$ cat src/rtl/bus_yield_pkg.sv
`timescale 1ns/1ps
package bus_yield_pkg;

  typedef enum logic [2:0] {
    ST_IDLE,
    ST_BUSY,
    ST_GRANT,
    ST_REL1,
    ST_REL2,
    ST_RESUME
  } yield_state_e;

  // strobes from control to datapath, one clock each
  typedef struct packed {
    logic issue;     // launch a cycle-start strobe
    logic setPend;   // capture a core request into the slot
    logic clrPend;   // stored request is being issued
    logic snoopHit;  // snoop strobe accepted this edge
  } yield_strobe_t;

endpackage

$ cat src/rtl/bus_yield_ctrl.sv
`timescale 1ns/1ps
module bus_yield_ctrl
  import bus_yield_pkg::*;
(
  input  logic          clk,
  input  logic          rst,
  input  logic          yieldReq,
  input  logic          coreReq,
  input  logic          lastXfer,
  input  logic          lockCont,
  input  logic          snoopStrobe,
  input  logic          pendValid,
  output logic          grantPhase,
  output yield_strobe_t strobe
);

  yield_state_e stateQ, stateNext;

  always_ff @(posedge clk) begin
    if (rst) stateQ <= ST_IDLE;
    else     stateQ <= stateNext;
  end

  always_comb begin
    stateNext = stateQ;
    strobe    = '0;
    case (stateQ)
      ST_IDLE, ST_RESUME: begin
        if (yieldReq) begin
          // boundary reached: grant first, keep any new request
          stateNext      = ST_GRANT;
          strobe.setPend = coreReq;
        end else if (pendValid) begin
          stateNext      = ST_BUSY;
          strobe.issue   = 1'b1;
          strobe.clrPend = 1'b1;
          strobe.setPend = coreReq;
        end else if (coreReq) begin
          stateNext    = ST_BUSY;
          strobe.issue = 1'b1;
        end
      end
      ST_BUSY: begin
        // requests arriving here are not queued
        if (lastXfer) begin
          if (lockCont)      strobe.issue = 1'b1;
          else if (yieldReq) stateNext    = ST_GRANT;
          else               stateNext    = ST_IDLE;
        end
      end
      ST_GRANT: begin
        strobe.setPend  = coreReq;
        strobe.snoopHit = snoopStrobe;
        if (!yieldReq) stateNext = ST_REL1;
      end
      ST_REL1: begin
        strobe.setPend = coreReq;
        stateNext      = ST_REL2;
      end
      ST_REL2: begin
        strobe.setPend = coreReq;
        stateNext      = ST_RESUME;
      end
      default: stateNext = ST_IDLE;
    endcase
  end

  assign grantPhase = (stateQ == ST_GRANT) || (stateQ == ST_REL1) ||
                      (stateQ == ST_REL2);

endmodule

$ cat src/rtl/bus_yield_dp.sv
`timescale 1ns/1ps
module bus_yield_dp
  import bus_yield_pkg::*;
(
  input  logic          clk,
  input  logic          rst,
  input  yield_strobe_t strobe,
  input  logic          grantPhase,
  output logic          pendValid,
  output logic          yieldGrant,
  output logic          drvEnable,
  output logic          cycleStart,
  output logic          busNeed,
  output logic          snoopValid
);

  logic pendQ, startQ, snoopQ;

  always_ff @(posedge clk) begin
    if (rst) begin
      pendQ  <= 1'b0;
      startQ <= 1'b0;
      snoopQ <= 1'b0;
    end else begin
      // a fresh capture outranks the clear of the older entry
      if (strobe.setPend)      pendQ <= 1'b1;
      else if (strobe.clrPend) pendQ <= 1'b0;
      startQ <= strobe.issue;
      snoopQ <= strobe.snoopHit;
    end
  end

  assign pendValid  = pendQ;
  assign yieldGrant = grantPhase;
  assign drvEnable  = !grantPhase;
  assign cycleStart = startQ;
  assign busNeed    = grantPhase && pendQ;
  assign snoopValid = snoopQ;

endmodule

$ cat src/rtl/bus_yield_top.sv
`timescale 1ns/1ps
module bus_yield_top
  import bus_yield_pkg::*;
(
  input  logic clk,
  input  logic rst,
  input  logic yieldReq,
  input  logic coreReq,
  input  logic lastXfer,
  input  logic lockCont,
  input  logic snoopStrobe,
  output logic yieldGrant,
  output logic drvEnable,
  output logic cycleStart,
  output logic busNeed,
  output logic snoopValid
);

  yield_strobe_t strobe;
  logic          grantPhase;
  logic          pendValid;

  bus_yield_ctrl ctrl_i (
    .clk        (clk),
    .rst        (rst),
    .yieldReq   (yieldReq),
    .coreReq    (coreReq),
    .lastXfer   (lastXfer),
    .lockCont   (lockCont),
    .snoopStrobe(snoopStrobe),
    .pendValid  (pendValid),
    .grantPhase (grantPhase),
    .strobe     (strobe)
  );

  bus_yield_dp dp_i (
    .clk       (clk),
    .rst       (rst),
    .strobe    (strobe),
    .grantPhase(grantPhase),
    .pendValid (pendValid),
    .yieldGrant(yieldGrant),
    .drvEnable (drvEnable),
    .cycleStart(cycleStart),
    .busNeed   (busNeed),
    .snoopValid(snoopValid)
  );

endmodule

$ cat config.mk
export PLATFORM = sky130hd
export DESIGN_NAME = bus_yield_top
export DESIGN_NICKNAME = d
export VERILOG_FILES = /design/src/rtl/bus_yield_pkg.sv /design/src/rtl/bus_yield_ctrl.sv /design/src/rtl/bus_yield_dp.sv /design/src/rtl/bus_yield_top.sv
export SDC_FILE = /design/constraint.sdc
export NUM_CORES = 1
export LEC_CHECK = 0
export ABC_AREA = 1
export BUFFER_PORTS_ARGS = -buffer_cell sky130_fd_sc_hd__clkbuf_2
export CAP_MARGIN = 10
export CORE_AREA = 2 2 39 41
export CTS_CLUSTER_DIAMETER = 60
export DETAILED_ROUTE_END_ITERATION = 8
export DIE_AREA = 0 0 41 43
export PLACE_DENSITY = 0.44
export SLEW_MARGIN = 0
export SYNTH_ARGS = -nofsm -noshare
export SYNTH_HDL_FRONTEND = slang
export SYNTH_SLANG_ARGS = --single-unit
export TNS_END_PERCENT = 1
$ cat constraint.sdc
create_clock -name clk -period 1.2 [get_ports clk]
set_input_delay 0.06 -clock clk [delete_from_list [all_inputs] [get_ports clk]]
set_output_delay 0.06 -clock clk [all_outputs]
set_load 0.02 [all_outputs]
==> results list, run 1 <==
- The flow ran to the end, and the final reports show no timing, DRC or antenna violations.
* Synth top area share: 0.344
- Horiz. Die Dim: 41 µm
- I/O pin total: 12
- Crit path to: busNeed
- The final layout contains 82 nets.
* Type of the tightest min-delay check: input pin to flip-flop
* Clock tree buffer depth: 2
* Peak fanout along the critical path: 6
- Leak pwr: 0.243 nW
- In this run, the number of DRC markers left after iteration 0 of detailed routing was 0.
* RSZ-0062 raised after global routing: yes
- Measured against its own limit, the worst slew margin works out to 0.856.
- Clock skew on the completed layout was measured at 1.97 ps.
- Share of layout cells above drive strength 1: 0.493
- Ratio of routed vias to standard cells: 4.66
- In this run the power density over the cells is 2570 mW/mm².
* Worst-case reg-to-reg path depth: 8
* Synthesized netlist net count: 61
- Source of the critical timing path: ctrl_i.stateQ[0]$_SDFFE_PP0P_
- Category of the worst setup path capture point: primary output
- The first global-routing pass estimated 1450 µm of wire.
- GR Util All Layers: 0.125
- The worst register-to-register path begins at ctrl_i.stateQ[0]$_SDFFE_PP0P_.
* Class of the most critical setup path: flip-flop to primary output
- After legalization and detailed placement, the total HPWL measured approximately 630 µm.
* FILL cells: 161
- IR analysis of the VDD net gives a maximum drop of between 0.7 and 0.8 mV.
- Setup crit start kind: flip-flop
- Die area: about 0.0018 mm²
- Clock tree synthesis selected as its root buffer the cell sky130_fd_sc_hd__clkbuf_4.
* Post-Route Setup TNS: 0 ps
- TritonCTS created 3 clock buffers.
- Measured slew at the worst slew-check pin: ~210 ps
- For flop-to-flop paths, the worst setup slack is 70 ps.
- Util after Layout: 0.382
- Cell types with the largest area share after synthesis: sky130_fd_sc_hd__dfxtp_1 34%, sky130_fd_sc_hd__nand2_1 13%, sky130_fd_sc_hd__nand3_1 5.7%
- Count of yosys warnings during synthesis: 0
- Core area: 0.00138 mm²
- Detail Route Antenna Nets: 0
- Number of distinct standard cells referenced by the synthesized netlist: 17
- Total inserted antenna cells: 0
* Via count: 415
- Number of levels in the clock H-tree: 1
- The floorplan has 14 rows.
- Compared with the post-synthesis result, the final layout area differs by 51.6%.
* Remaining global-route overflow: 0
- Post-Syn Instances: 54
- Port buffering added 11 buffers.
- The via count of the first global-routing pass is 378.
- Detailed-route wire length: 848 µm
- Register area share after synthesis: 0.344
* CTS tree: built
- Hold buffer count at CTS: 0
- For the worst setup path, the data required time is around 1100 ps.
- Most area-hungry cell type in the Yosys netlist: sky130_fd_sc_hd__dfxtp_1
* Antenna violations before repair: 0
- For this run, design rule violations remaining after detail routing come to 0.
* Post-synthesis instance area: 349 µm²
* Number of max-slew violations in the final report: 0
* Count of endpoints failing hold in the final timing report: 0
* Number of clock sinks: 6
- In the finished design, the share of the clock period the worst path needs comes to 1.00.
- Initial core utilization: 0.252
* Placer Congestion: a little under 0.8
* Worst-Skew Late Latency: 230 ps
- Synth Area per Inst: 6.46 µm²
- After detailed routing, the average wire length per cell comes to between 9 and 10 µm.
- Number of violations of the max-capacitance limit: 0
- Commonest non-fill, non-tap cell in the layout: sky130_fd_sc_hd__nand2_1
- Entering global routing, the biggest net connects 8 pins.
- Static timing analysis puts the maximum clock frequency at 0.834 GHz.
- Clock slew at the register clock pins of the worst setup and hold paths: 40 ps
- 1st-pass router iterations: 1
- The top cell types in the final layout, fill and taps aside, are 11 x sky130_fd_sc_hd__nand2_1, 10 x sky130_fd_sc_hd__clkbuf_2, 5 x sky130_fd_sc_hd__inv_2, 5 x sky130_fd_sc_hd__buf_4.
- The endpoint identified for the worst register-to-register timing path is ctrl_i.stateQ[2]$_SDFFE_PP0P_.
* FF+latch count, synth: 6
* CP arrival: 1140 ps
- The floorplan step set the die height to between 40 and 50 µm.
- Final min period: 1200 ps
- Final setup violation count: 0
where the power goes:
group	total, mW	switching (mW)	leakage, nW	internal [mW]
Sequential	0.375	0.0899	0.0510	0.285
Clock	0.175	0.0625	0.0138	0.112
Combinational	0.808	0.452	0.178	0.356
repair_timing:
item                       CTS  global route
pin swaps                    2             3
gates resized for setup      9             4
setup endpoints to repair    3             2
buffers inserted             3             2
hold endpoints to repair     0             0
cells in the mapped netlist (all sizes together):
master   n
o21a     1
dfxtp    6
nor2     6
a31oi    1
o211ai   1
nand4    2
o21ai    6
nor3b    1
nand2   14
nand3    5
a21oi    3
inv      8
cells by family (layout without fill, tap and decap cells):
family                 Yosys count  after routing  synth area share
buffers and inverters            8             27            0.0860
AO/OA/AOI/OAI                   12             12             0.190
AND/OR/NAND/NOR                 28             28             0.380
flip-flops                       6              6             0.344
per-stage QoR:
step | worst slack, ps | hold WS, ps | std cells | cell area, µm² | total power, mW
floorplan | 35.9 | 129 | 54 | 355 | 0.799
global placement | 71.1 | 316 | 81 | 430 | 0.962
detailed placement | 93.6 | 322 | 81 | 430 | 0.943
CTS | -5.93 | 56.3 | 87 | 498 | 1.27
global route | -56.4 | 55.0 | 89 | 529 | 1.49
finish | 0.322 | 56.5 | 89 | 529 | 1.36
per-layer routing:
layer  track usage  wire length, µm  vias up
met4         0.100                8        0
met1         0.145              361      191
met2         0.191              466        2
li1              -                -      220
met5             0                0        -
met3        0.0157               11        2
worst max-delay path: stages, from the launching register on:
cell,delay (ps)
sky130_fd_sc_hd__dfxtp_4,360
sky130_fd_sc_hd__nor2_4,120
sky130_fd_sc_hd__nand2_2,70
sky130_fd_sc_hd__o21ai_4,70
sky130_fd_sc_hd__inv_2,50
sky130_fd_sc_hd__nor2_2,80
sky130_fd_sc_hd__clkbuf_8,150
registers in the layout, summed over array words and instances (netlist names):
name / count
dp_i.pendValid: 1
dp_i.snoopValid: 1
dp_i.cycleStart: 1
ctrl_i.stateQ: 3
layout make-up:
class,count,area [µm²],area share
multi-input cells,40,226,0.428
flip-flops and latches,6,129,0.243
repair buffers,16,101,0.191
inverters,8,30.0,0.0567
clock buffers,3,22.5,0.0426
well taps,16,20.0,0.0378
worst min path at each step:
stage               startpoint                             to  slack, ps  depth (start not counted)
floorplan                  rst  ctrl_i.stateQ[0]$_SDFFE_PP0P_        130                          1
global placement           rst  ctrl_i.stateQ[2]$_SDFFE_PP0P_        320                          2
detailed placement         rst  ctrl_i.stateQ[0]$_SDFFE_PP0P_        320                          2
CTS                        rst  ctrl_i.stateQ[0]$_SDFFE_PP0P_         60                          2
global route               rst  ctrl_i.stateQ[0]$_SDFFE_PP0P_         60                          2
finish                     rst  ctrl_i.stateQ[0]$_SDFFE_PP0P_         60                          2
Note: power is estimated with default switching activity, not from simulation.
==> run 2: changes to the inputs <==
--- a/config.mk
+++ b/config.mk
@@ -8,10 +8,10 @@
 export ABC_AREA = 1
 export BUFFER_PORTS_ARGS = -buffer_cell sky130_fd_sc_hd__clkbuf_2
 export CAP_MARGIN = 10
-export CORE_AREA = 2 2 39 41
+export CORE_AREA = 3 3 40 42
 export CTS_CLUSTER_DIAMETER = 60
 export DETAILED_ROUTE_END_ITERATION = 8
-export DIE_AREA = 0 0 41 43
+export DIE_AREA = 0 0 43 45
 export PLACE_DENSITY = 0.44
 export SLEW_MARGIN = 0
 export SYNTH_ARGS = -nofsm -noshare
==> results list, run 2 (synthesis gave the netlist of run 1 again) <==
- Total power per unit cell area: 2530 mW/mm² (-1.5%)
- The count of final hold-check violations was 0 (unchanged).
* Die area: 0.00194 mm² (+9.8%)
- Number of flip-flops in the largest register: 3 (unchanged)
- TritonCTS built the clock tree.
- The clock-pin slew of the registers on the worst-case setup and hold paths is 40 ps (about the same).
- Fmax: 0.832 GHz (-0.13%)
- Setup crit start kind: flip-flop
* Number of clock sinks: 6 (unchanged)
- The slew at the pin closest to its max-slew limit is 217 ps (+3.75 ps).
* Run status: finished, violations left
* Startpoint of the worst-slack reg-to-reg timing path: ctrl_i.stateQ[0]$_SDFFE_PP0P_
- Number of port buffers: 11 (unchanged)
- The width of the chip is 43 µm (+4.9%).
* Worst reg-to-reg setup slack: 100 ps (+30 ps)
- Wire length on met3: 90 µm (+720%)
- The required time of the worst setup path came to 1140 ps (about the same).
- Peak fanout along the critical path: 5 (-1)
- The overall routing resource usage is 0.103 (-0.0221).
- The final wirelength came to 847 µm (-0.12%).
* Worst Skew: 2.46 ps (+0.484 ps)
- In this run the worst setup path begins at ctrl_i.stateQ[0]$_SDFFE_PP0P_.
- The level count of the clock H-tree came to 1 (unchanged).
- Layout overhead on the synthesized area: 43.0%
* Final min period: 1200 ps (+1.53 ps)
- Final Hold Slack: 62.3 ps (+5.82 ps)
- Class of the most critical setup path: flip-flop to primary output
* Standard-cell rows: 13 (-1)
- Category of the worst setup path capture point: primary output
- Via count of the first global-routing pass: 359 (-5.0%)
* Number of violations of the max-capacitance limit: 0 (unchanged)
- Via count: 395 (-4.8%)
- Maximum number of pins on one net before global-route repair: 8 (unchanged)
- The number of max-slew violations in the final report is 0 (unchanged).
- Die height: 45 µm (+4.7%)
* Met1 routed wirelength after detailed routing: 371 µm (+2.8%)
* CP arrival: 1140 ps (about the same)
* Post-route DRC: 0 (unchanged)
- CTS buffer count: 3 (unchanged)
* Leak pwr: 0.223 nW (-8.0%)
- The detailed-router iteration count before antenna repair was 4 (+3).
* Largest voltage drop on the vdd net: 0.677 mV (-7.1%)
- Headroom to the max-slew limit: 0.854 (-0.00253)
- Final setup violation count: 1 (+1)
* Commonest cells after routing, fill and taps aside: 10 x sky130_fd_sc_hd__nand2_1, 10 x sky130_fd_sc_hd__clkbuf_2
- The sum of overflow across all layers after global routing came to 0 (unchanged).
- The setup slack after layout came to -1.21 ps (-1.53 ps).
* I/O pin total: 12 (unchanged)
* RSZ-0062 raised after global routing: yes
- The routed wire length on met2 is 385 µm (-17%).
- Initial core utilization: 0.272 (+0.0194)
* Total power consumption of the routed design: 1.26 mW (-7.1%)
- The initial antenna violation count was 0 (unchanged).
- In this run the worst setup path terminates at busNeed.
- The worst-case clock buffer depth was 2 (unchanged).
- The post-place instance area came to 429 µm² (-0.29%).
- Endpoint of the most critical register-to-register path: ctrl_i.stateQ[2]$_SDFFE_PP0P_
* Net total in the final layout: 78 (-4.9%)
* Drt first-iter violations: 7 (+7)
* Detail Placement HPWL: 674 µm (+6.9%)
- The fraction of the cycle the final worst path needs is 1.00 (+0.00128).
- Signal routing reaches up to met3.
- Final Instance Count excl. Fillers: 84 (-5.6%)
- The clock latency on the worst-skew pair is 240 ps (about the same).
- The min-delay analysis places its worst path in the category input pin to flip-flop.
- Final Cell Area: 499 µm² (-5.7%)
- Master cell of the clock root buffer: sky130_fd_sc_hd__clkbuf_4
- Placer Congestion: 0.754 (-4.0%)
- Ratio of routed vias to standard cells: 4.70 (+0.85%)
- Total inserted antenna cells: 0 (unchanged)
- Average detailed-routed wire length per instance: 10.1 µm (+5.8%)
* Worst-case reg-to-reg path depth: 7 (-1)
- The number of nets still failing antenna checks after routing was 0 (unchanged).
- The count of placed standard cells including taps was 80 (-1.2%).
* Share of layout cells above drive strength 1: 0.464 (-0.0294)
- The final reports fail on negative setup slack.
* FILL cells: 142 (-12%)
- The area of the core came to 0.00128 mm² (-7.1%).
- ctrl_i.stateQ holds more flip-flops than any other register.
* Wire length of the first global-routing pass: 1430 µm (-1.4%)
run 2: changes by cell type in the layout (fill, tap and decap cells not counted):
cell and change:
sky130_fd_sc_hd__a21oi_1 +1, sky130_fd_sc_hd__a21oi_2 -1, sky130_fd_sc_hd__buf_4 -4, sky130_fd_sc_hd__inv_2 -1
sky130_fd_sc_hd__inv_4 +1, sky130_fd_sc_hd__nand2_1 -1, sky130_fd_sc_hd__nand2_2 +1
run 2: per-stage QoR:
stage,setup slack (ps),util,TNS [ps]
after CTS,-0.478,0.379,-0.478
after global routing,-66.8,0.389,-66.8
after detailed placement,83.5,0.334,0
after floorplan,35.9,-,0
final,-1.21,0.389,-1.21
after global placement,67.3,0.334,0
run 2: layout make-up:
cell class	instances	area, µm²	area share
repair buffers	12	71.3	0.143
clock buffers	3	22.5	0.0451
flip-flops and latches	6	129	0.258
inverters	8	32.5	0.0652
well taps	15	18.8	0.0376
multi-input cells	40	225	0.451
run 2: worst max-delay path: stages (launching register included):
cell and delay [ps]:
sky130_fd_sc_hd__dfxtp_4 360, sky130_fd_sc_hd__nor2_4 110, sky130_fd_sc_hd__nand2_2 70, sky130_fd_sc_hd__o21ai_4 80, sky130_fd_sc_hd__inv_2 50, sky130_fd_sc_hd__nor2_2 80, sky130_fd_sc_hd__clkbuf_8 150
run 2: worst min-delay path by stage:
stage / start / to / slack, ps / cells after the start
after floorplan: rst / ctrl_i.stateQ[0]$_SDFFE_PP0P_ / 130 / 1
after global placement: snoopStrobe / dp_i.snoopValid$_SDFF_PP0_ / 310 / 2
after detailed placement: snoopStrobe / dp_i.snoopValid$_SDFF_PP0_ / 310 / 2
after CTS: snoopStrobe / dp_i.snoopValid$_SDFF_PP0_ / 60 / 2
after global routing: snoopStrobe / dp_i.snoopValid$_SDFF_PP0_ / 60 / 2
final: rst / ctrl_i.stateQ[1]$_SDFFE_PP0P_ / 60 / 2
run 2: metal layers:
metal	vias to the layer above	track usage
met4	0	0.0181
met3	0	0.0757
met5	-	0
li1	210	-
met2	13	0.162
met1	172	0.114
run 2: repair_timing:
action                                  CTS  global route
endpoints found under the setup margin    3             1
setup buffers                             0             1
pin swaps                                 2             1
hold buffers                              0             0
resized for setup                        12             2
run 2: power breakdown:
group / switching [mW] / leakage, nW / internal [mW]
Sequential: 0.101 / 0.0510 / 0.286
Clock: 0.0672 / 0.0138 / 0.113
Combinational: 0.422 / 0.158 / 0.273
==> run 3: changes to the inputs <==
--- a/config.mk
+++ b/config.mk
@@ -8,11 +8,11 @@
 export ABC_AREA = 1
 export BUFFER_PORTS_ARGS = -buffer_cell sky130_fd_sc_hd__clkbuf_2
 export CAP_MARGIN = 10
-export CORE_AREA = 3 3 40 42
+export CORE_MARGIN = 3
+export CORE_UTILIZATION = 25
 export CTS_CLUSTER_DIAMETER = 60
 export DETAILED_ROUTE_END_ITERATION = 8
-export DIE_AREA = 0 0 43 45
-export PLACE_DENSITY = 0.44
+export PLACE_DENSITY = 0.43
 export SLEW_MARGIN = 0
 export SYNTH_ARGS = -nofsm -noshare
 export SYNTH_HDL_FRONTEND = slang
==> results list, run 3 (synthesis gave the netlist of run 1 again) <==
- The maximum net fanout on the critical path was 5 (unchanged).
- Final min period: 1190 ps (-12.6 ps)
- Count of endpoints failing hold in the final timing report: 0 (unchanged)
- Worst Hold Depth: 2 (unchanged)
- The initial antenna violation count was 0 (unchanged).
* Util after Layout: 0.429 (+0.0407)
- The worst-case clock buffer depth came to 2 (unchanged).
* Clock Power Share: 0.136 (-0.007)
- The final wirelength was 872 µm (+3.0%).
* Net total in the final layout: 81 (+3.8%)
- Core area: 0.00120 mm² (-6.5%)
- The detailed-router iteration count before antenna repair is 4 (unchanged).
* Endpoint of the worst hold path: ctrl_i.stateQ[0]$_SDFFE_PP0P_
* Headroom to the max-slew limit: 0.863 (+0.00995)
- Fmax: 0.841 GHz (+1.1%)
- The level count of the clock H-tree is 1 (unchanged).
* Net switching power: 0.594 mW (+0.73%)
- Hold Startpoint: rst
* Minimum setup slack in the final design: 11.4 ps (+12.6 ps)
* Worst Skew: 0.718 ps (-1.74 ps)
* Die area: 0.00188 mm² (-2.8%)
- CP arrival: 1130 ps (about the same)
- Setup repair after global routing could not meet its margin everywhere.
- The final weighted congestion of routability-driven global placement is 0.734 (-2.6%).
* Layout overhead on the synthesized area: 47.7%
* Commonest cells after routing, fill and taps aside: 11 x sky130_fd_sc_hd__nand2_1, 10 x sky130_fd_sc_hd__clkbuf_2, 5 x sky130_fd_sc_hd__inv_2
- The width of the chip was 43.4 µm (+0.85%).
- Number of port buffers: 11 (unchanged)
* Via count: 409 (+3.5%)
- Total power per unit cell area: 2530 mW/mm² (+0.25%)
- Gate power share: 0.574 (+0.023)
- Hold buffer count at CTS: 0 (unchanged)
- Clock slew at the register clock pins of the worst setup and hold paths: 40 ps (about the same)
* I/O pin total: 12 (unchanged)
* Reg with most FFs: ctrl_i.stateQ
- The number of max-capacitance violations reported came to 0 (unchanged).
- The total clock sinks came to 6 (unchanged).
- Maximum number of pins on one net before global-route repair: 8 (unchanged)
* Wire length of the first global-routing pass: 1380 µm (-3.4%)
- Standard-cell rows: 12 (-1)
- Detail Placement HPWL: 671 µm (-0.40%)
* Endpoint of the most critical register-to-register path: ctrl_i.stateQ[0]$_SDFFE_PP0P_
* Ratio of routed vias to standard cells: 4.76 (+1.1%)
- STA classifies the critical path startpoint as a flip-flop.
- The number of CTS-inserted buffers is 3 (unchanged).
- Initial core utilization: 0.291 (+0.0190)
- The number of max-slew violations in the final report is 0 (unchanged).
- CTS tree: built
* Class of the most critical setup path: flip-flop to primary output
* Required @ worst endpoint: 1140 ps (about the same)
- The number of remaining DRC errors came to 0 (unchanged).
- Drt first-iter violations: 9 (+2)
- The floorplan die height is 43.4 µm (-3.6%).
* Final setup violation count: 0 (-1)
- Worst reg-to-reg setup slack: 40 ps (-60 ps)
* Startpoint of the worst-slack reg-to-reg timing path: ctrl_i.stateQ[1]$_SDFFE_PP0P_
- The internal power was 0.712 mW (+6.0%).
- The overall routing resource usage is 0.101 (-0.00182).
- The fraction of the cycle the final worst path needs came to 0.990 (-0.0105).
- The library cell used most frequently in the layout, excluding fill and tap cells, is sky130_fd_sc_hd__nand2_1.
- Leak pwr: 0.237 nW (+6.3%)
* Worst-case reg-to-reg path depth: 6 (-1)
- Measured slew at the worst slew-check pin: 203 ps (-14.8 ps)
- The peak ir drop on the vdd network is 0.878 mV (+30%).
- The number of flip-flops under the largest register name came to 3 (unchanged).
- The sum of overflow across all layers after global routing came to 0 (unchanged).
* Via count of the first global-routing pass: 365 (+1.7%)
- The detailed-route wire length per cell came to 10.1 µm (+0.56%).
- The tree is rooted in a sky130_fd_sc_hd__clkbuf_4.
- Placement Setup Slack: 88.0 ps (+4.50 ps)
- Type of the tightest min-delay check: input pin to flip-flop
- Category of the worst setup path capture point: primary output
- Worst-Skew Late Latency: 240 ps (about the same)
* Sw Ratio: 0.455 (-0.0126)
* Share of layout cells above drive strength 1: 0.500 (+0.0362)
- Detail Route Antenna Nets: 0 (unchanged)
- Total inserted antenna cells: 0 (unchanged)
- Run status: finished clean
* Sequential Power Share: 0.290 (-0.016)
-- run 3: cell types whose count changed in the layout (fill, tap and decap cells not counted) --
cell	before	now
sky130_fd_sc_hd__nand2_1	10	11
sky130_fd_sc_hd__o21ai_2	0	1
sky130_fd_sc_hd__nand2_2	4	3
sky130_fd_sc_hd__a21oi_2	0	2
sky130_fd_sc_hd__inv_2	4	5
sky130_fd_sc_hd__buf_4	1	4
sky130_fd_sc_hd__o21ai_4	1	0
sky130_fd_sc_hd__inv_4	1	0
sky130_fd_sc_hd__a21oi_1	3	1
-- run 3: worst max-delay path: stages (launching register included) --
cell                       delay (ps)
sky130_fd_sc_hd__dfxtp_4          370
sky130_fd_sc_hd__inv_2             60
sky130_fd_sc_hd__o21ai_2          180
sky130_fd_sc_hd__inv_2             60
sky130_fd_sc_hd__nor2_2            80
sky130_fd_sc_hd__clkbuf_8         140
-- run 3: worst max path at each step --
stage | startpoint | slack, ps | to | depth (start not counted)
floorplan | ctrl_i.stateQ[1]$_SDFFE_PP0P_ | 40 | busNeed | 4
finish | ctrl_i.stateQ[1]$_SDFFE_PP0P_ | 10 | busNeed | 5
global placement | ctrl_i.stateQ[1]$_SDFFE_PP0P_ | 60 | ctrl_i.stateQ[1]$_SDFFE_PP0P_ | 6
global route | ctrl_i.stateQ[1]$_SDFFE_PP0P_ | -50 | busNeed | 6
CTS | ctrl_i.stateQ[1]$_SDFFE_PP0P_ | 4 | busNeed | 5
detailed placement | ctrl_i.stateQ[1]$_SDFFE_PP0P_ | 90 | ctrl_i.stateQ[1]$_SDFFE_PP0P_ | 6
-- run 3: power by group through the flow --
| stage | Clock, mW | Sequential (mW) | Combinational, mW |
|---|---|---|---|
| floorplan | 0 | 0.343 | 0.456 |
| global placement | 0 | 0.351 | 0.625 |
| detailed placement | 0 | 0.346 | 0.613 |
| CTS | 0.189 | 0.367 | 0.726 |
| global route | 0.200 | 0.386 | 0.842 |
| finish | 0.177 | 0.379 | 0.750 |
-- run 3: area by class of cell --
class	count	area [µm²]
clock buffer	3	22.5
fill	144	686
inverter	8	30.0
multi-input combinational	40	223
sequential	6	129
tap	14	17.5
timing repair buffer	15	93.8
-- run 3: timing repair --
item | CTS | global route
buffers inserted | 3 | 0
resized for setup | 9 | 4
pin swaps | 2 | 0
setup endpoints to repair | 3 | 3
-- run 3: per-stage QoR --
stage / total power, mW / instance area [µm²] / instances / hold WS (ps) / setup TNS, ps
final: 1.31 / 515 / 86 / 64.0 / 0
after floorplan: 0.799 / 355 / 54 / 129 / 0
after global placement: 0.976 / 435 / 80 / 316 / 0
after global routing: 1.43 / 515 / 86 / 62.1 / -104
after detailed placement: 0.959 / 435 / 80 / 316 / 0
after CTS: 1.28 / 503 / 86 / 58.9 / 0
-- run 3: per-layer routing --
| layer | share of wire | track usage | up-vias |
|---|---|---|---|
| li1 | - | - | 219 |
| met1 | 0.45 | 0.105 | 183 |
| met2 | 0.49 | 0.171 | 5 |
| met3 | 0.042 | 0.0290 | 2 |
| met4 | 0.010 | 0.0723 | 0 |
| met5 | 0 | 0 | - |
